File: src/rtl/serirq_pkg.sv
package serirq_pkg;
  localparam int SLOT_W = 4;

  typedef enum logic [2:0] {
    ST_IDLE,
    ST_START,
    ST_DATA,
    ST_STOPWAIT,
    ST_STOP
  } frameState_t;

  typedef struct packed {
    logic              inData;
    logic              phaseSample;
    logic              phaseRecov;
    logic [SLOT_W-1:0] slotIdx;
    logic              quiet;
    logic              lineIdle;
    logic              startSeen;
  } ctrlStrobe_t;
endpackage

File: src/rtl/serirq_ctrl.sv
module serirq_ctrl
  import serirq_pkg::*;
#(
  parameter int NUM_SLOTS   = 16,
  parameter int START_MIN   = 4,
  parameter int START_MAX   = 8,
  parameter int QUIET_WIDTH = 2,
  parameter int CONT_WIDTH  = 3
) (
  input  logic        clk,
  input  logic        rstN,
  input  logic        lineIn,
  output ctrlStrobe_t stb
);
  localparam int CNT_W = $clog2(START_MAX + 2);
  localparam logic [CNT_W-1:0] CNT_SAT = '1;

  frameState_t       state;
  logic [CNT_W-1:0]  lowCnt;
  logic [CNT_W-1:0]  lowNext;
  logic [1:0]        phase;
  logic [SLOT_W-1:0] slotIdx;
  logic              quietQ;
  logic              lastCount;
  logic              startOk;

  assign lowNext   = (lowCnt == CNT_SAT) ? lowCnt : lowCnt + CNT_W'(1);
  assign lastCount = (slotIdx == SLOT_W'(NUM_SLOTS - 1)) && (phase == 2'd2);
  assign startOk   = (lowCnt >= CNT_W'(START_MIN)) && (lowCnt <= CNT_W'(START_MAX));

  always_ff @(posedge clk or negedge rstN) begin
    if (!rstN) begin
      state   <= ST_IDLE;
      lowCnt  <= '0;
      phase   <= '0;
      slotIdx <= '0;
      quietQ  <= 1'b0;
    end else begin
      case (state)
        ST_IDLE: begin
          if (!lineIn) begin
            state  <= ST_START;
            lowCnt <= CNT_W'(1);
          end
        end
        ST_START: begin
          if (!lineIn) begin
            lowCnt <= lowNext;
          end else if (startOk) begin
            state   <= ST_DATA;
            phase   <= 2'd1;
            slotIdx <= '0;
          end else begin
            state <= ST_IDLE;
          end
        end
        ST_DATA: begin
          if (lastCount) begin
            state <= ST_STOPWAIT;
          end else if (phase == 2'd2) begin
            phase   <= 2'd0;
            slotIdx <= slotIdx + SLOT_W'(1);
          end else begin
            phase <= phase + 2'd1;
          end
        end
        ST_STOPWAIT: begin
          if (!lineIn) begin
            state  <= ST_STOP;
            lowCnt <= CNT_W'(1);
          end
        end
        ST_STOP: begin
          if (!lineIn) begin
            lowCnt <= lowNext;
          end else begin
            if (lowCnt == CNT_W'(QUIET_WIDTH)) quietQ <= 1'b1;
            else if (lowCnt == CNT_W'(CONT_WIDTH)) quietQ <= 1'b0;
            state <= ST_IDLE;
          end
        end
        default: state <= ST_IDLE;
      endcase
    end
  end

  always_comb begin
    stb.inData      = (state == ST_DATA);
    stb.phaseSample = (state == ST_DATA) && (phase == 2'd0);
    stb.phaseRecov  = (state == ST_DATA) && (phase == 2'd1);
    stb.slotIdx     = slotIdx;
    stb.quiet       = quietQ;
    stb.lineIdle    = (state == ST_IDLE) && lineIn;
    stb.startSeen   = (state == ST_IDLE) && !lineIn;
  end
endmodule

File: src/rtl/serirq_dp.sv
module serirq_dp
  import serirq_pkg::*;
#(
  parameter int NUM_IRQ = 2,
  parameter int ADDR_W  = 2
) (
  input  logic                           clk,
  input  logic                           rstN,
  input  logic [NUM_IRQ-1:0]             irqIn,
  input  logic                           regWe,
  input  logic [ADDR_W-1:0]              regAddr,
  input  logic [SLOT_W-1:0]              regWdata,
  input  logic [NUM_IRQ-1:0]             stsClr,
  input  ctrlStrobe_t                    stb,
  output logic                           lineOe,
  output logic                           lineOut,
  output logic [NUM_IRQ-1:0]             stsEdge,
  output logic [NUM_IRQ*SLOT_W-1:0]      slotCfg
);
  logic [NUM_IRQ-1:0] sync1, sync2, prevLvl, polarity, pending, stsQ;
  logic [NUM_IRQ-1:0] enabled, hitSlot, edgeHit, changed;
  logic [NUM_IRQ-1:0][SLOT_W-1:0] slotQ;
  logic recovQ, reqQ, sampleHit, reqFire, pendClr;

  always_ff @(posedge clk or negedge rstN) begin
    if (!rstN) begin
      sync1   <= '0;
      sync2   <= '0;
      prevLvl <= '0;
    end else begin
      sync1   <= irqIn;
      sync2   <= sync1;
      prevLvl <= sync2;
    end
  end

  always_ff @(posedge clk or negedge rstN) begin
    if (!rstN) polarity <= '0;
    else if (regWe && regAddr == ADDR_W'(NUM_IRQ)) polarity <= regWdata[NUM_IRQ-1:0];
  end

  for (genvar g = 0; g < NUM_IRQ; g++) begin : g_irq
    assign enabled[g] = |slotQ[g];
    assign hitSlot[g] = stb.inData && enabled[g] && (slotQ[g] == stb.slotIdx) && sync2[g];
    assign edgeHit[g] = polarity[g] ? (prevLvl[g] & ~sync2[g]) : (~prevLvl[g] & sync2[g]);
    assign changed[g] = enabled[g] & (prevLvl[g] ^ sync2[g]);
    assign slotCfg[g*SLOT_W +: SLOT_W] = slotQ[g];

    always_ff @(posedge clk or negedge rstN) begin
      if (!rstN) slotQ[g] <= '0;
      else if (regWe && regAddr == ADDR_W'(g)) slotQ[g] <= regWdata;
    end

    always_ff @(posedge clk or negedge rstN) begin
      if (!rstN) stsQ[g] <= 1'b0;
      else       stsQ[g] <= edgeHit[g] | (stsQ[g] & ~stsClr[g]);
    end
  end

  assign sampleHit = stb.phaseSample && (|hitSlot);
  assign reqFire   = stb.quiet && stb.lineIdle && (|pending) && !reqQ;
  assign pendClr   = stb.startSeen || reqFire;

  always_ff @(posedge clk or negedge rstN) begin
    if (!rstN) begin
      recovQ  <= 1'b0;
      reqQ    <= 1'b0;
      pending <= '0;
    end else begin
      recovQ  <= sampleHit;
      reqQ    <= reqFire;
      pending <= (pendClr ? '0 : pending) | (changed & {NUM_IRQ{stb.quiet}});
    end
  end

  assign lineOe  = sampleHit | (recovQ & stb.phaseRecov) | reqQ;
  assign lineOut = recovQ & stb.phaseRecov;
  assign stsEdge = stsQ;
endmodule

File: src/rtl/serirq_slave.sv
module serirq_slave
  import serirq_pkg::*;
#(
  parameter int NUM_IRQ     = 2,
  parameter int NUM_SLOTS   = 16,
  parameter int START_MIN   = 4,
  parameter int START_MAX   = 8,
  parameter int QUIET_WIDTH = 2,
  parameter int CONT_WIDTH  = 3,
  localparam int ADDR_W     = $clog2(NUM_IRQ + 1)
) (
  input  logic               clk,
  input  logic               rstN,
  input  logic               lineIn,
  output logic               lineOe,
  output logic               lineOut,
  input  logic [NUM_IRQ-1:0] irqIn,
  input  logic               regWe,
  input  logic [ADDR_W-1:0]  regAddr,
  input  logic [SLOT_W-1:0]  regWdata,
  input  logic [NUM_IRQ-1:0] stsClr,
  output logic [NUM_IRQ-1:0] stsEdge,
  output logic               quietMode
);
  ctrlStrobe_t stb;
  logic [NUM_IRQ*SLOT_W-1:0] slotCfg;

  serirq_ctrl #(
    .NUM_SLOTS(NUM_SLOTS), .START_MIN(START_MIN), .START_MAX(START_MAX),
    .QUIET_WIDTH(QUIET_WIDTH), .CONT_WIDTH(CONT_WIDTH)
  ) i_ctrl (
    .clk(clk), .rstN(rstN), .lineIn(lineIn), .stb(stb)
  );

  serirq_dp #(.NUM_IRQ(NUM_IRQ), .ADDR_W(ADDR_W)) i_dp (
    .clk(clk), .rstN(rstN), .irqIn(irqIn), .regWe(regWe), .regAddr(regAddr),
    .regWdata(regWdata), .stsClr(stsClr), .stb(stb), .lineOe(lineOe),
    .lineOut(lineOut), .stsEdge(stsEdge), .slotCfg(slotCfg)
  );

  assign quietMode = stb.quiet;
endmodule

File: config.mk
export PLATFORM = sky130hd
export DESIGN_NAME = serirq_slave
export DESIGN_NICKNAME = d
export VERILOG_FILES = /design/src/rtl/serirq_pkg.sv /design/src/rtl/serirq_ctrl.sv /design/src/rtl/serirq_dp.sv /design/src/rtl/serirq_slave.sv
export SDC_FILE = /design/constraint.sdc
export NUM_CORES = 1
export LEC_CHECK = 0
export ABC_CLOCK_PERIOD_IN_PS = 1970
export BUFFER_PORTS_ARGS = -buffer_cell sky130_fd_sc_hd__buf_2
export CORE_UTILIZATION = 58
export DETAILED_ROUTE_END_ITERATION = 8
export PLACE_DENSITY_LB_ADDON = 0.2
export SLEW_MARGIN = 10
export SYNTH_ARGS = -nofsm -noshare
export SYNTH_HDL_FRONTEND = slang
export SYNTH_SLANG_ARGS = --single-unit
File: constraint.sdc
create_clock -name clk -period 1.97 [get_ports clk]
set_input_delay 0.394 -clock clk [delete_from_list [all_inputs] [get_ports clk]]
set_output_delay 0.394 -clock clk [all_outputs]
set_load 0.005 [all_outputs]
## Yosys cells after proc, flatten, opt, wreduce, memory -nomap -nowiden

Cells that the tools add are included.

- Flip-flop bits (word level): 36
- Output and inout port bits: 5

- Equal/unequal tests: 25
- Bitwise logic cells: 23
- Add/subtract/negate cells: 3
- Magnitude comparators: 2
- Multiplexer cells: 26
- Reduce and logical (&&, ||, !) cells: 39

Operators by type and width:

| cell | count |
|---|---|
| $mux W4 | 7 |
| $ne A2 B2 Y1 const B | 10 |
| $logic_and A1 B1 Y1 | 19 |
| $pmux W4 S2 | 2 |
| $mux W3 | 5 |
| $pmux W3 S5 | 1 |
| $mux W2 | 6 |
| $reduce_and A5 Y1 | 2 |
| $and A1 B1 Y1 | 9 |
| $add A4 B1 Y4 const B | 2 |
| $eq A4 B2 Y1 const B | 2 |
| $eq A4 B4 Y1 | 2 |
| $eq A4 B4 Y1 const B | 2 |
| $reduce_and A4 Y1 | 2 |
| $reduce_or A2 Y1 | 4 |
| $reduce_or A4 Y1 | 2 |
| $eq A3 B2 Y1 const B | 2 |
| $not A1 Y1 | 6 |
| $reduce_bool A2 Y1 | 3 |
| $eq A2 B1 Y1 const B | 2 |
| $eq A2 B2 Y1 const B | 2 |
| $ge A4 B3 Y1 const B | 1 |
| $le A4 B4 Y1 const B | 1 |
| $logic_not A2 Y1 | 2 |
| 14 further kinds | 22 |

## Longest topological paths before layout

Gate-level depths: netlist of run 1.

- Word-level depth: 8
- Depth in mapped cells: 6
- Mapped depth without buffers: 6

## Cells and area by module

A second synthesis of run 1 with hierarchy kept.

- Cell total of the unflattened synthesis: 170
- Area total of the unflattened synthesis: 1,856.8 sq um

By module, submodules not included:

| module | area an instance (sq um) | instances | cells an instance |
|---|---|---|---|
| serirq_dp | 1,008.5 | 1 | 82 |
| serirq_ctrl | 848.3 | 1 | 88 |

## Worst setup path before layout of run 1

Ideal clock, no wire load.

- Path kind: reg-to-output
- From: reg i_ctrl.slotIdx[2]
- To: out lineOe
- Arrival time: 1.314 ns
- Path slack: 0.262 ns
- Stages on the path, launching flop included: 5
- Path buffers: 1
- Cells stage by stage: dfrtp_1 clkbuf_1 o41ai_1 o221ai_1 a31o_2

- Word-level cells in the longest chain between the ends: 7
- Elaborated cells on any way between the ends: 10
- Those cells by class: 2 x eq/ne; 2 x bitwise; 6 x reduce/logical

RTL lines:

| element | line | RTL |
|---|---|---|
| start, declared | serirq_ctrl.sv:22 | `logic [SLOT_W-1:0] slotIdx;` |
| start signal, assigned | serirq_ctrl.sv:62 | `slotIdx <= slotIdx + SLOT_W'(1);` |
| $eq A4 B4 Y1 | serirq_dp.sv:44 | `assign hitSlot[g] = stb.inData && enabled[g] && (slotQ[g] == stb.slotIdx) && sync2[g];` |
| $logic_and A1 B1 Y1 (2 in a row) | serirq_dp.sv:44 |  |
| $reduce_or A2 Y1 (*) | serirq_dp.sv:60 | `assign sampleHit = stb.phaseSample && (\|hitSlot);` |
| $logic_and A1 B1 Y1 (*) | serirq_dp.sv:60 |  |
| $or A1 B1 Y1 (*) (2 in a row) | serirq_dp.sv:76 | `assign lineOe = sampleHit \| (recovQ & stb.phaseRecov) \| reqQ;` |
| end, declared | serirq_slave.sv:15 | `output logic lineOe,` |

Mark *: on every way between the ends. The rest lies on a longest branch, timed or not.

## Final worst setup path of run 1

- From: reg i_dp.slotQ (netlist bit i_dp.slotCfg[1])
- To: out lineOe

- Word-level cells in the longest chain between the ends: 8
- Elaborated cells on any way between the ends: 9
- Those cells by class: 1 x eq/ne; 2 x bitwise; 6 x reduce/logical

RTL lines:

| element | line | RTL |
|---|---|---|
| start, declared | serirq_dp.sv:22 | `logic [NUM_IRQ-1:0][SLOT_W-1:0] slotQ;` |
| start signal, assigned by index | serirq_dp.sv:51 | `else if (regWe && regAddr == ADDR_W'(g)) slotQ[g] <= regWdata;` |
| $reduce_or A4 Y1 | serirq_dp.sv:43 | `assign enabled[g] = \|slotQ[g];` |
| $logic_and A1 B1 Y1 | serirq_dp.sv:44 |  |
| $logic_and A1 B1 Y1 (*) (2 in a row) | serirq_dp.sv:44 |  |
| $reduce_or A2 Y1 (*) | serirq_dp.sv:60 |  |
| $logic_and A1 B1 Y1 (*) | serirq_dp.sv:60 |  |
| $or A1 B1 Y1 (*) (2 in a row) | serirq_dp.sv:76 |  |

Marked as above.

==> implementation parameters, run 1 <==
Parameter                              Value

Clock tree
  Clk_lat worst skew ... between 0.3 and 0.4 ns
  Clock buffer count from CTS ... 5
  Number of clock sinks seen by CTS ... 36
  Buffer levels on the longest clock path ... 2
  TritonCTS clock tree ... built
  CTS clk-pin slew, worst paths ... ~0.10 ns
  CTS Root Cell ... sky130_fd_sc_hd__clkbuf_4
  Deepest level of the CTS H-tree ... 2
  CTS Hold Bufs ... 0

Placed design
  Count of input and output buffers ... 18
  Half-perimeter wire length of the detailed placement result ... between 2000 and 3000 um
  Placer's final routability congestion estimate ... about 0.79

Logic synthesis
  Ys async rst share ... between 90% and 100%
  Number of nets produced by synthesis ... slightly below 200
  Portion of the post-synthesis area used by sequential elements ... 47.8%
  Cells taking the most area after synthesis ... sky130_fd_sc_hd__dfrtp_1, sky130_fd_sc_hd__mux2_2, sky130_fd_sc_hd__ha_1, sky130_fd_sc_hd__xnor2_1, sky130_fd_sc_hd__inv_1
  Area share of the largest cell type after synthesis ... approximately 48%
  Number of flops mapped to enable cells by yosys ... 0
  Count of unique library cells instantiated by Yosys ... 49
  Cell area after synthesis ... between 0.0015 and 0.002 mm2
  Cells after synthesis ... roughly 170
  #FFs+latches synth ... 36
  Mean cell area of the mapped netlist ... 10.9 um2
  Dominant register cell in the synthesized netlist ... sky130_fd_sc_hd__dfrtp_1
  Library cell occupying the most area in the post-synthesis netlist ... sky130_fd_sc_hd__dfrtp_1
  Count of yosys warnings during synthesis ... 0

STA
  Fin crit period ... around 2.1 ns
  Worst rel slew slack ... around 48%
  Highest attainable clock frequency ... between 400 and 500 MHz
  Setup tns final ... -0.157 ns
  Final WS setup ... -0.157 ns
  Clock tree skew after final layout ... around 0.0045 ns
  Unrepaired setup endpoints after global routing ... yes
  Number of max-slew violations in the final report ... 0
  Final-report hold violation count ... 0
  Post-route worst hold slack ... 0.118 ns
  Setup Viol. Count Final ... 1
  Actual slew at the worst max-slew pin ... around 0.78 ns
  Crit share post-route ... 108%

Global route
  First-pass GRT wire length ... ~5900 um
  Maximum number of pins on one net before global-route repair ... 37
  GRT Overall Usage ... 23.7%
  Total global routing overflow ... 0
  Initial antenna violation count ... 0
  Via count of the first global-routing pass ... 1322

Detailed routing
  Pre-Repair DR Iteration Count ... 4
  Vias after detailed routing ... between 1000 and 1500
  Remaining antenna violation count after routing ... 0
  Routed WL ... 3730 um
  Average vias per placed instance ... about 5.7
  Remaining routing DRC violations ... 0
  Number of DRC violations after detailed-routing iteration 0 ... 60
  Average wire length per cell after detail routing ... approximately 15 um

Power and ir drop
  Power Dens Cells ... ~1100 mW/mm2
  Net switching power ... a little over 800 uW
  Switching power share of the total ... roughly 35%
  Clock network fraction of design power ... between 20% and 30%
  Static leakage power ... between 0.0009 and 0.001 uW
  Combinational Power Share ... about a third
  Fraction of power consumed by sequential logic ... around 46%
  Internal power of the cells ... approximately 1500 uW
  Maximum resistive drop on vdd ... 0.662 mV

Critical path
  Sort of element at the start of the critical path ... flip-flop
  Count of cells along the worst register-to-register path ... 6
  Setup crit end kind ... output pin
  FF-to-FF End ... i_ctrl.slotIdx[1]$_DFFE_PN0P_
  Crit-path max FO ... 2
  Endpoint arrival time on the critical path ... 1.73 ns
  Critical register-to-register path startpoint ... i_ctrl.lowCnt[0]$_DFFE_PN0P_
  Reg2reg setup slack ... roughly 0.28 ns
  Critical path class ... reg2out
  CP Capture Point ... lineOe
  Critical path required time ... roughly 1.6 ns
  Setup crit start ... i_dp.slotCfg[1]$_DFFE_PN0P_

Floorplan
  Die Height ... 59.0 um
  Total die area ... roughly 0.0035 mm2
  Core box area ... just over 0.003 mm2
  Number of rows created at floorplan ... 20
  Starting density of the core ... approximately 61%
  Number of top-level pins ... 19
  Chip width ... about 60 um

Finish
  Final nets ... 223
  Synth-to-layout area growth ... 15.3%
  Share of final-layout standard cells stronger than drive strength 1 ... a little over a quarter
  FILL cells ... between 200 and 300
  Fraction of the core area covered by cells at the end of the flow ... roughly 70%
  Number of antenna diodes ... 0

Status
  Status ... finished, violations left
  Violated checks ... negative setup slack

Hold path
  Hold/Removal Path Class ... in2async

Flow run
  Number of max-cap violations ... 0
-- cells by family after synthesis --
group | synth area share [%]
and+or+nand+nor | 16.4
AOI/OAI and AO/OA | 14.3
DFF | 47.8
buffers and inverters | 4.19
muxes | 8.70
adders and majority gates | 5.32
xor gates and xnor gates | 3.26
-- worst max-delay path, cell delays in order (launching register included) --
cell	delay, ns
sky130_fd_sc_hd__dfrtp_1	0.40
sky130_fd_sc_hd__or3_4	0.40
sky130_fd_sc_hd__a21oi_4	0.15
sky130_fd_sc_hd__o221ai_2	0.10
sky130_fd_sc_hd__a31o_2	0.23
sky130_fd_sc_hd__buf_2	0.12
-- worst min path at each step --
stage | start | end | slack [ns] | cells past startpoint
finish | rstN | i_ctrl.phase[0]$_DFFE_PN0P_ | 0.12 | 1
global route | irqIn[1] | i_dp.sync1[1]$_DFF_PN0_ | 0.13 | 1
CTS | rstN | i_ctrl.lowCnt[3]$_DFFE_PN0P_ | 0.13 | 1
detailed placement | i_dp.sync1[1]$_DFF_PN0_ | i_dp.sync2[1]$_DFF_PN0_ | 0.35 | 0
global placement | i_dp.sync1[0]$_DFF_PN0_ | i_dp.sync2[0]$_DFF_PN0_ | 0.33 | 0
floorplan | rstN | i_ctrl.lowCnt[0]$_DFFE_PN0P_ | 0.1 | 0
-- timing repair --
action | CTS | global route
setup buffers | 2 | 1
resized for setup | 4 | 3
setup endpoints to repair | 2 | 2
-- state kept, by name, indices dropped and copies added (netlist names), 3 cells and up --
register / cells
i_ctrl.slotIdx: 4
i_ctrl.lowCnt: 4
i_dp.slotCfg: 8
i_ctrl.state: 3
-- metrics by stage --
stage | total power [uW] | instances | setup WS, ns | instance area, um2
2_1_floorplan | 1590 | 173 | 0.262 | 1880
3_3_place_gp | 1760 | 235 | 0.160 | 2040
3_5_place_dp | 1810 | 235 | 0.140 | 2040
4_1_cts | 2340 | 245 | -0.174 | 2150
5_1_grt | 2520 | 246 | -0.230 | 2170
6_report | 2370 | 246 | -0.157 | 2170
-- cell type report --
cell class                 instances  area, um2  area share [%]
multi-input combinational        119        941            43.3
sequential                        36        901            41.5
timing repair buffer              26        150            6.91
tap                               44       55.1            2.53
inverter                          13       48.8            2.25
clock buffer                       6       41.3            1.90
clock inverter                     2       35.0            1.61
-- power groups by stage --
stage,Clock [uW],Sequential (uW),Combinational [uW]
final,503,1080,789
after global routing,539,1100,880
after CTS,518,1070,757
after detailed placement,0,1080,725
after global placement,0,1070,690
after floorplan,0,1050,542
-- synth_stat cells, types with 2 or more instances --
| library cell | number |
|---|---|
| sky130_fd_sc_hd__xnor2_1 | 7 |
| sky130_fd_sc_hd__inv_1 | 13 |
| sky130_fd_sc_hd__dfrtp_1 | 36 |
| sky130_fd_sc_hd__buf_2 | 3 |
| sky130_fd_sc_hd__nor4_1 | 2 |
| sky130_fd_sc_hd__a21oi_1 | 6 |
| sky130_fd_sc_hd__o211ai_1 | 2 |
| sky130_fd_sc_hd__or4_1 | 3 |
| sky130_fd_sc_hd__and3_1 | 3 |
| sky130_fd_sc_hd__and2_1 | 2 |
| sky130_fd_sc_hd__or3_1 | 2 |
| sky130_fd_sc_hd__mux2i_1 | 4 |
| sky130_fd_sc_hd__a32o_1 | 2 |
| sky130_fd_sc_hd__a31oi_1 | 2 |
| sky130_fd_sc_hd__nand2b_1 | 5 |
| sky130_fd_sc_hd__mux2_2 | 11 |
| sky130_fd_sc_hd__nor2_1 | 6 |
| sky130_fd_sc_hd__nand3_1 | 4 |
| sky130_fd_sc_hd__nand4_1 | 2 |
| sky130_fd_sc_hd__nor2b_1 | 2 |
| sky130_fd_sc_hd__a22o_1 | 2 |
| sky130_fd_sc_hd__o31ai_1 | 3 |
| sky130_fd_sc_hd__ha_1 | 8 |
| sky130_fd_sc_hd__o21ai_0 | 5 |
| sky130_fd_sc_hd__nand3b_1 | 2 |
| sky130_fd_sc_hd__nor3b_1 | 4 |
| sky130_fd_sc_hd__nand2_1 | 10 |
-- cell usage in the layout, fill, tap and decap left out, types with 3 or more instances in the layout --
cell,instances
sky130_fd_sc_hd__mux2_2,11
sky130_fd_sc_hd__nand2_1,10
sky130_fd_sc_hd__o31ai_1,3
sky130_fd_sc_hd__ha_1,8
sky130_fd_sc_hd__xnor2_1,7
sky130_fd_sc_hd__mux2i_1,4
sky130_fd_sc_hd__o21ai_0,5
sky130_fd_sc_hd__and3_1,3
sky130_fd_sc_hd__nand3_1,4
sky130_fd_sc_hd__clkbuf_4,5
sky130_fd_sc_hd__dfrtp_1,36
sky130_fd_sc_hd__nand2b_1,5
sky130_fd_sc_hd__a21oi_1,5
sky130_fd_sc_hd__or4_1,3
sky130_fd_sc_hd__nor3b_1,4
sky130_fd_sc_hd__buf_2,18
sky130_fd_sc_hd__buf_4,8
sky130_fd_sc_hd__inv_1,13
sky130_fd_sc_hd__nor2_1,5
-- per-layer routing --
| layer | routed length [um] | global-route usage (%) | part of all wire (%) |
|---|---|---|---|
| met5 | 0 | 0 | 0 |
| met2 | 1950 | 40.1 | 52 |
| met4 | 70 | 9.86 | 1.9 |
| met1 | 1600 | 29.0 | 43 |
| met3 | 115 | 5.90 | 3.1 |
Note: power is estimated with default switching activity, not from simulation.
==> run 2: changes to the inputs <==
--- a/config.mk
+++ b/config.mk
@@ -9,8 +9,10 @@
 export BUFFER_PORTS_ARGS = -buffer_cell sky130_fd_sc_hd__buf_2
 export CORE_UTILIZATION = 58
 export DETAILED_ROUTE_END_ITERATION = 8
+export GPL_TIMING_DRIVEN = 0
 export PLACE_DENSITY_LB_ADDON = 0.2
 export SLEW_MARGIN = 10
 export SYNTH_ARGS = -nofsm -noshare
 export SYNTH_HDL_FRONTEND = slang
 export SYNTH_SLANG_ARGS = --single-unit
+export TNS_END_PERCENT = 20
==> run 2 against run 1 <==
Effect of this change:
- the flow still finishes with violations (negative setup slack)
- register-to-register slack got worse by 0.02 ns
- combinational power decreased by 7.4%
- via count decreased by 3.5%
- non-clock buffer count decreased by 4
- largest power group unchanged
==> implementation parameters, run 2 (same netlist as run 1, synthesis figures left out) <==
Parameter                              Value

Floorplan
  Number of rows created at floorplan ... 20 (unchanged)
  Core box area ... 0.00308 mm2 (unchanged)
  Total die area ... 0.00348 mm2 (unchanged)
  Die Height ... 59.0 um (unchanged)
  Chip width ... 59.0 um (unchanged)
  Number of top-level pins ... 19 (unchanged)
  Starting density of the core ... 61.2% (unchanged)

Placed design
  Placed Instances ... 234 (-0.43%)
  Placement-stage worst setup slack ... 0.0106 ns (-0.129 ns)
  Placer's final routability congestion estimate ... 0.812 (+2.3%)
  Half-perimeter wire length of the detailed placement result ... 2570 um (-3.5%)
  Count of input and output buffers ... 17 (-1)
  Total cell area at the placement stage ... 0.00202 mm2 (-0.61%)

Clock tree
  CTS clk-pin slew, worst paths ... 0.11 ns (about the same)
  Buffer levels on the longest clock path ... 2 (unchanged)
  CTS Root Cell ... sky130_fd_sc_hd__clkbuf_4
  Deepest level of the CTS H-tree ... 2 (unchanged)
  Clock buffer count from CTS ... 5 (unchanged)
  CTS Hold Bufs ... 0 (unchanged)
  Number of clock sinks seen by CTS ... 36 (unchanged)
  TritonCTS clock tree ... built
  Clk_lat worst skew ... 0.35 ns (about the same)

STA
  Highest attainable clock frequency ... 464 MHz (-1.3%)
  Final WS setup ... -0.184 ns (-0.0270 ns)
  Worst rel slew slack ... 48.0% (-0.23 points)
  Number of max-slew violations in the final report ... 0 (unchanged)
  Actual slew at the worst max-slew pin ... 0.779 ns (+0.00345 ns)
  Crit share post-route ... 109% (+1.4 points)
  Unrepaired setup endpoints after global routing ... yes
  Clock tree skew after final layout ... 0.00535 ns (+0.000889 ns)
  Final-report hold violation count ... 0 (unchanged)
  Fin crit period ... 2.15 ns (+0.0270 ns)
  Setup Viol. Count Final ... 2 (+1)

Detailed routing
  Detailed-routed wire length on met2 ... 1820 um (-6.7%)
  Remaining routing DRC violations ... 0 (unchanged)
  Remaining antenna violation count after routing ... 0 (unchanged)
  Pre-Repair DR Iteration Count ... 4 (unchanged)
  Topmost layer with routed signal wires ... met4
  Routed length on met1 ... 1590 um (-0.56%)
  Met3 wirelength from detailed routing ... 117 um (+1.7%)
  Average wire length per cell after detail routing ... 14.8 um (-2.5%)
  Average vias per placed instance ... 5.64 (-1.9%)
  Number of DRC violations after detailed-routing iteration 0 ... 39 (-35%)
  Routed WL ... 3580 um (-4.1%)
  Vias after detailed routing ... 1364 (-3.5%)

Finish
  Most common library cell in the layout ignoring fill and taps ... sky130_fd_sc_hd__dfrtp_1
  Number of antenna diodes ... 0 (unchanged)
  Area used by multi-input combinational logic ... 941 um2 (unchanged)
  Final nets ... 219 (-1.8%)
  Share of final-layout standard cells stronger than drive strength 1 ... 25.8% (-1.5 points)
  Synth-to-layout area growth ... 13.7%
  Number of standard cells in the final layout excluding fillers ... 242 (-1.6%)
  Largest register FFs ... 8 (unchanged)
  FILL cells ... 251 (-2.3%)
  Register area ... 901 um2 (unchanged)
  Final standard cell area without fillers ... 0.00214 mm2 (-1.4%)
  Most frequent cells in the layout ... sky130_fd_sc_hd__dfrtp_1, sky130_fd_sc_hd__buf_2, sky130_fd_sc_hd__inv_1

Power and ir drop
  Static leakage power ... 0.000976 uW (-2.1%)
  Net switching power ... 819 uW (-0.32%)
  Combinational Power Share ... 31.2% (-2.1 points)
  Clock network fraction of design power ... 21.8% (+0.6 points)
  Internal power of the cells ... 1520 uW (-1.8%)
  Maximum resistive drop on vdd ... 0.684 mV (+3.3%)
  Switching power share of the total ... 35.0% (+0.35 points)
  Fraction of power consumed by sequential logic ... 47.0% (+1.5 points)
  Power Dens Cells ... 1090 mW/mm2 (+0.13%)

Flow run
  Number of max-cap violations ... 0 (unchanged)

Critical path
  Critical path class ... reg2out
  Endpoint arrival time on the critical path ... 1.76 ns (+0.03 ns)
  Critical path required time ... 1.58 ns (about the same)
  Sort of element at the start of the critical path ... flip-flop
  Count of cells along the worst register-to-register path ... 6 (unchanged)
  Crit-path max FO ... 3 (+1)
  Setup crit end kind ... output pin

Global route
  First-pass GRT wire length ... 5990 um (+0.93%)
  Initial antenna violation count ... 0 (unchanged)
  Total global routing overflow ... 0 (unchanged)
  Via count of the first global-routing pass ... 1351 (+2.2%)
  GRT Overall Usage ... 23.9% (+0.21 points)
  Maximum number of pins on one net before global-route repair ... 37 (unchanged)

Status
  Violated checks ... negative setup slack
  Status ... finished, violations left

Hold path
  Hold/Removal Path Class ... in2async
run 2: cell count changes in the layout (fill, tap and decap cells not counted), sizes merged:
cell and delta:
buf -4
run 2: area by class of cell:
type,count,share of cell area (%)
timing repair buffer,18,4.32
buffer,4,1.23
clock inverter,2,1.64
inverter,13,2.28
sequential,36,42.1
multi-input combinational,119,44.0
tap,44,2.57
clock buffer,6,1.93
run 2: layer usage:
layer  up-vias  global-route usage (%)
li1        675                       -
met3         6                    6.55
met1       666                    28.5
met5         -                       0
met2        17                    40.7
met4         0                    9.86
run 2: repair_timing:
action,CTS,global route
setup endpoints to repair,2,2
gates resized for setup,5,2
pin swaps,2,0
buffers inserted,1,0
run 2: final timing paths:
check                           slack (ns)                    startpoint                             to
worst max-delay path                 -0.18   i_dp.slotCfg[3]$_DFFE_PN0P_                         lineOe
worst min-delay path                  0.11                          rstN    i_dp.slotCfg[7]$_DFFE_PN0P_
worst max register to register        0.26  i_ctrl.lowCnt[0]$_DFFE_PN0P_  i_ctrl.slotIdx[1]$_DFFE_PN0P_
worst min register to register        0.36       i_dp.sync1[0]$_DFF_PN0_        i_dp.sync2[0]$_DFF_PN0_
max in group asynchronous             1.37                          rstN      i_dp.pending[1]$_DFF_PN0_
min in group clk                      0.15                      irqIn[0]        i_dp.sync1[0]$_DFF_PN0_
run 2: power by group through the flow:
stage | combinational (uW) | clock, uW | sequential, uW
2_1_floorplan | 542 | 0 | 1050
4_1_cts | 718 | 519 | 1090
6_report | 731 | 510 | 1100
5_1_grt | 817 | 557 | 1120
3_3_place_gp | 653 | 0 | 1080
3_5_place_dp | 689 | 0 | 1090
run 2: worst max-delay path, stage by stage (launching register included):
cell,delay [ns]
sky130_fd_sc_hd__dfrtp_1,0.43
sky130_fd_sc_hd__or3_4,0.40
sky130_fd_sc_hd__a21oi_4,0.14
sky130_fd_sc_hd__o221ai_2,0.10
sky130_fd_sc_hd__a31o_2,0.23
sky130_fd_sc_hd__buf_2,0.12
run 2: metrics by stage:
step	setup TNS, ns	hold slack [ns]	util (%)	total power (uW)
floorplan	0	0.0984	-	1590
global placement	0	0.333	65.7	1730
detailed placement	0	0.344	65.7	1780
CTS	-0.317	0.136	69.2	2330
global route	-0.453	0.125	69.6	2500
finish	-0.277	0.113	69.6	2340
==> run 3: changes to the inputs <==
--- a/config.mk
+++ b/config.mk
@@ -7,6 +7,7 @@
 export LEC_CHECK = 0
 export ABC_CLOCK_PERIOD_IN_PS = 1970
 export BUFFER_PORTS_ARGS = -buffer_cell sky130_fd_sc_hd__buf_2
+export CORE_MARGIN = 4
 export CORE_UTILIZATION = 58
 export DETAILED_ROUTE_END_ITERATION = 8
 export GPL_TIMING_DRIVEN = 0
==> run 3 against run 2 <==
Effect of this change:
- final area is 0.76% higher
- sequential power hardly changed
- highest routed layer unchanged
- wire length is 4.4% higher
- die area is 21% higher
- total power is 1.7% higher
- maximum frequency is 0.30% lower
- the run still ends with negative setup slack left
- register-to-register slack worse by 0.10 ns
- critical path depth stayed put
==> implementation parameters, run 3 (same netlist as run 1, synthesis figures left out) <==
Parameter                              Value

Status
  Status ... finished, violations left
  Violated checks ... negative setup slack

Detailed routing
  Routed WL ... 3740 um (+4.4%)
  Routed length on met1 ... 1640 um (+3.0%)
  Number of DRC violations after detailed-routing iteration 0 ... 95 (+140%)
  Pre-Repair DR Iteration Count ... 4 (unchanged)
  Remaining routing DRC violations ... 0 (unchanged)
  Remaining antenna violation count after routing ... 0 (unchanged)
  Average vias per placed instance ... 5.66 (+0.34%)
  Met3 wirelength from detailed routing ... 148 um (+26%)
  Topmost layer with routed signal wires ... met4
  Average wire length per cell after detail routing ... 15.3 um (+3.6%)
  Detailed-routed wire length on met2 ... 1900 um (+4.6%)
  Vias after detailed routing ... 1380 (+1.2%)

STA
  Fin crit period ... 2.16 ns (+0.00652 ns)
  Final WS setup ... -0.191 ns (-0.00652 ns)
  Unrepaired setup endpoints after global routing ... yes
  Setup Viol. Count Final ... 2 (unchanged)
  Actual slew at the worst max-slew pin ... 0.785 ns (+0.00548 ns)
  Clock tree skew after final layout ... 0.00863 ns (+0.00328 ns)
  Post-route worst hold slack ... 0.113 ns (+0.000337 ns)
  Highest attainable clock frequency ... 463 MHz (-0.30%)
  Worst rel slew slack ... 47.7% (-0.37 points)
  Number of max-slew violations in the final report ... 0 (unchanged)
  Crit share post-route ... 110% (+0.33 points)
  Final-report hold violation count ... 0 (unchanged)

Finish
  Number of standard cells in the final layout excluding fillers ... 244 (+0.83%)
  Number of antenna diodes ... 0 (unchanged)
  Most frequent cells in the layout ... sky130_fd_sc_hd__dfrtp_1, sky130_fd_sc_hd__buf_2, sky130_fd_sc_hd__inv_1
  Largest register FFs ... 8 (unchanged)
  Synth-to-layout area growth ... 14.6%
  Final nets ... 221 (+0.91%)
  Share of final-layout standard cells stronger than drive strength 1 ... 27.0% (+1.2 points)
  Most common library cell in the layout ignoring fill and taps ... sky130_fd_sc_hd__dfrtp_1

Global route
  Total global routing overflow ... 0 (unchanged)
  GRT Overall Usage ... 19.8% (-4.1 points)
  Maximum number of pins on one net before global-route repair ... 37 (unchanged)
  Via count of the first global-routing pass ... 1409 (+4.3%)
  First-pass GRT wire length ... 6310 um (+5.3%)
  Initial antenna violation count ... 0 (unchanged)

Floorplan
  Core box area ... 0.00308 mm2 (unchanged)
  Die Height ... 65.0 um (+10%)
  Starting density of the core ... 61.2% (unchanged)
  Number of rows created at floorplan ... 20 (unchanged)
  Number of top-level pins ... 19 (unchanged)
  Total die area ... 0.00422 mm2 (+21%)
  Chip width ... 65.0 um (+10%)

Clock tree
  CTS Root Cell ... sky130_fd_sc_hd__clkbuf_4
  CTS Hold Bufs ... 0 (unchanged)
  CTS clk-pin slew, worst paths ... 0.11 ns (about the same)
  Clock buffer count from CTS ... 5 (unchanged)
  TritonCTS clock tree ... built
  Number of clock sinks seen by CTS ... 36 (unchanged)
  Deepest level of the CTS H-tree ... 2 (unchanged)
  Clk_lat worst skew ... 0.35 ns (about the same)
  Buffer levels on the longest clock path ... 2 (unchanged)

Placed design
  Half-perimeter wire length of the detailed placement result ... 2690 um (+4.6%)
  Placed Instances ... 234 (unchanged)
  Placer's final routability congestion estimate ... 0.877 (+8.0%)
  Count of input and output buffers ... 17 (unchanged)
  Placement-stage worst setup slack ... -0.0290 ns (-0.0396 ns)

Critical path
  Critical path class ... reg2out
  Setup crit end kind ... output pin
  Number of buffers and inverters on the critical path ... 1 (unchanged)
  Crit-path max FO ... 2 (-1)
  Sort of element at the start of the critical path ... flip-flop
  Cell with the largest stage delay on the worst path ... sky130_fd_sc_hd__or3_4
  Critical path required time ... 1.58 ns (about the same)
  Endpoint arrival time on the critical path ... 1.77 ns (about the same)
  Top Family by Delay on Critical Path ... compound AO/OA/AOI/OAI gates
  Slowest stage delay, CP ... 0.41 ns (-0.02 ns)
  Crit path cell chain ... or3_4 -> a21oi_4 -> o221ai_2 -> a31o_2 -> buf_2

Hold path
  Hold/Removal Path Class ... in2async

Power and ir drop
  Power Dens Cells ... 1100 mW/mm2 (+0.93%)
  Maximum resistive drop on vdd ... 0.645 mV (-5.6%)
  Static leakage power ... 0.000985 uW (+0.88%)

Flow run
  Number of max-cap violations ... 0 (unchanged)
==> run 3: changes by cell type in the layout (fill, tap and decap cells not counted) <==
cell                      change
sky130_fd_sc_hd__dfrtp_2      +1
sky130_fd_sc_hd__buf_4        +2
sky130_fd_sc_hd__dfrtp_1      -1
==> run 3: worst paths after layout <==
check | from | end | slack [ns] | cells after the start
min reg2reg | i_dp.sync1[0]$_DFF_PN0_ | i_dp.sync2[0]$_DFF_PN0_ | 0.36 | 0
max | i_dp.slotCfg[3]$_DFFE_PN0P_ | lineOe | -0.19 | 5
max reg2reg | i_ctrl.slotIdx[0]$_DFFE_PN0P_ | i_ctrl.slotIdx[0]$_DFFE_PN0P_ | 0.16 | 5
min in group clk | irqIn[0] | i_dp.sync1[0]$_DFF_PN0_ | 0.15 | 1
min | rstN | i_dp.slotCfg[3]$_DFFE_PN0P_ | 0.11 | 1
max in group asynchronous | rstN | i_ctrl.state[0]$_DFFE_PN0P_ | 1.32 | 1
==> run 3: power by group <==
part | internal, uW | switching (uW) | total, uW
clock network | 266 | 251 | 517
registers | 897 | 201 | 1100
logic | 378 | 387 | 765
total | 1540 | 839 | 2380
==> run 3: metrics by stage <==
step	TNS, ns	power (uW)	util, %	cell area (um2)
2_1_floorplan	0	1590	-	1880
3_3_place_gp	0	1740	65.7	2020
3_5_place_dp	-0.0290	1790	65.7	2020
4_1_cts	-0.317	2360	69.8	2150
5_1_grt	-0.418	2540	70.1	2160
6_report	-0.274	2380	70.1	2160
==> run 3: worst register-to-register path, cell delays in order (launching register included) <==
cell	delay, ns
sky130_fd_sc_hd__dfrtp_1	0.50
sky130_fd_sc_hd__ha_1	0.23
sky130_fd_sc_hd__nand3_1	0.13
sky130_fd_sc_hd__a211oi_1	0.61
sky130_fd_sc_hd__or4_1	0.20
sky130_fd_sc_hd__nand2_1	0.05
==> run 3: cell type report <==
| type | count | area, um2 |
|---|---|---|
| Multi-Input combinational cell | 119 | 941 |
| Inverter | 13 | 48.8 |
| Clock inverter | 2 | 35.0 |
| Tap cell | 44 | 55.1 |
| Fill cell | 245 | 921 |
| Timing Repair Buffer | 20 | 108 |
| Clock buffer | 6 | 41.3 |
| Sequential cell | 36 | 902 |
| Buffer | 4 | 26.3 |
==> run 3: per-layer routing <==
| metal | up-vias | GRT usage [%] |
|---|---|---|
| li1 | 680 | - |
| met1 | 671 | 23.6 |
| met2 | 22 | 33.1 |
| met3 | 7 | 6.07 |
| met4 | 0 | 8.18 |
| met5 | - | 0 |
==> run 3: what timing repair did <==
| item | CTS | global route |
|---|---|---|
| buffers inserted | 3 | 0 |
| endpoints found under the hold margin | 0 | 0 |
| pin swaps | 4 | 1 |
| resized for setup | 6 | 2 |
| cloned | 0 | 0 |
| endpoints found under the setup margin | 2 | 2 |
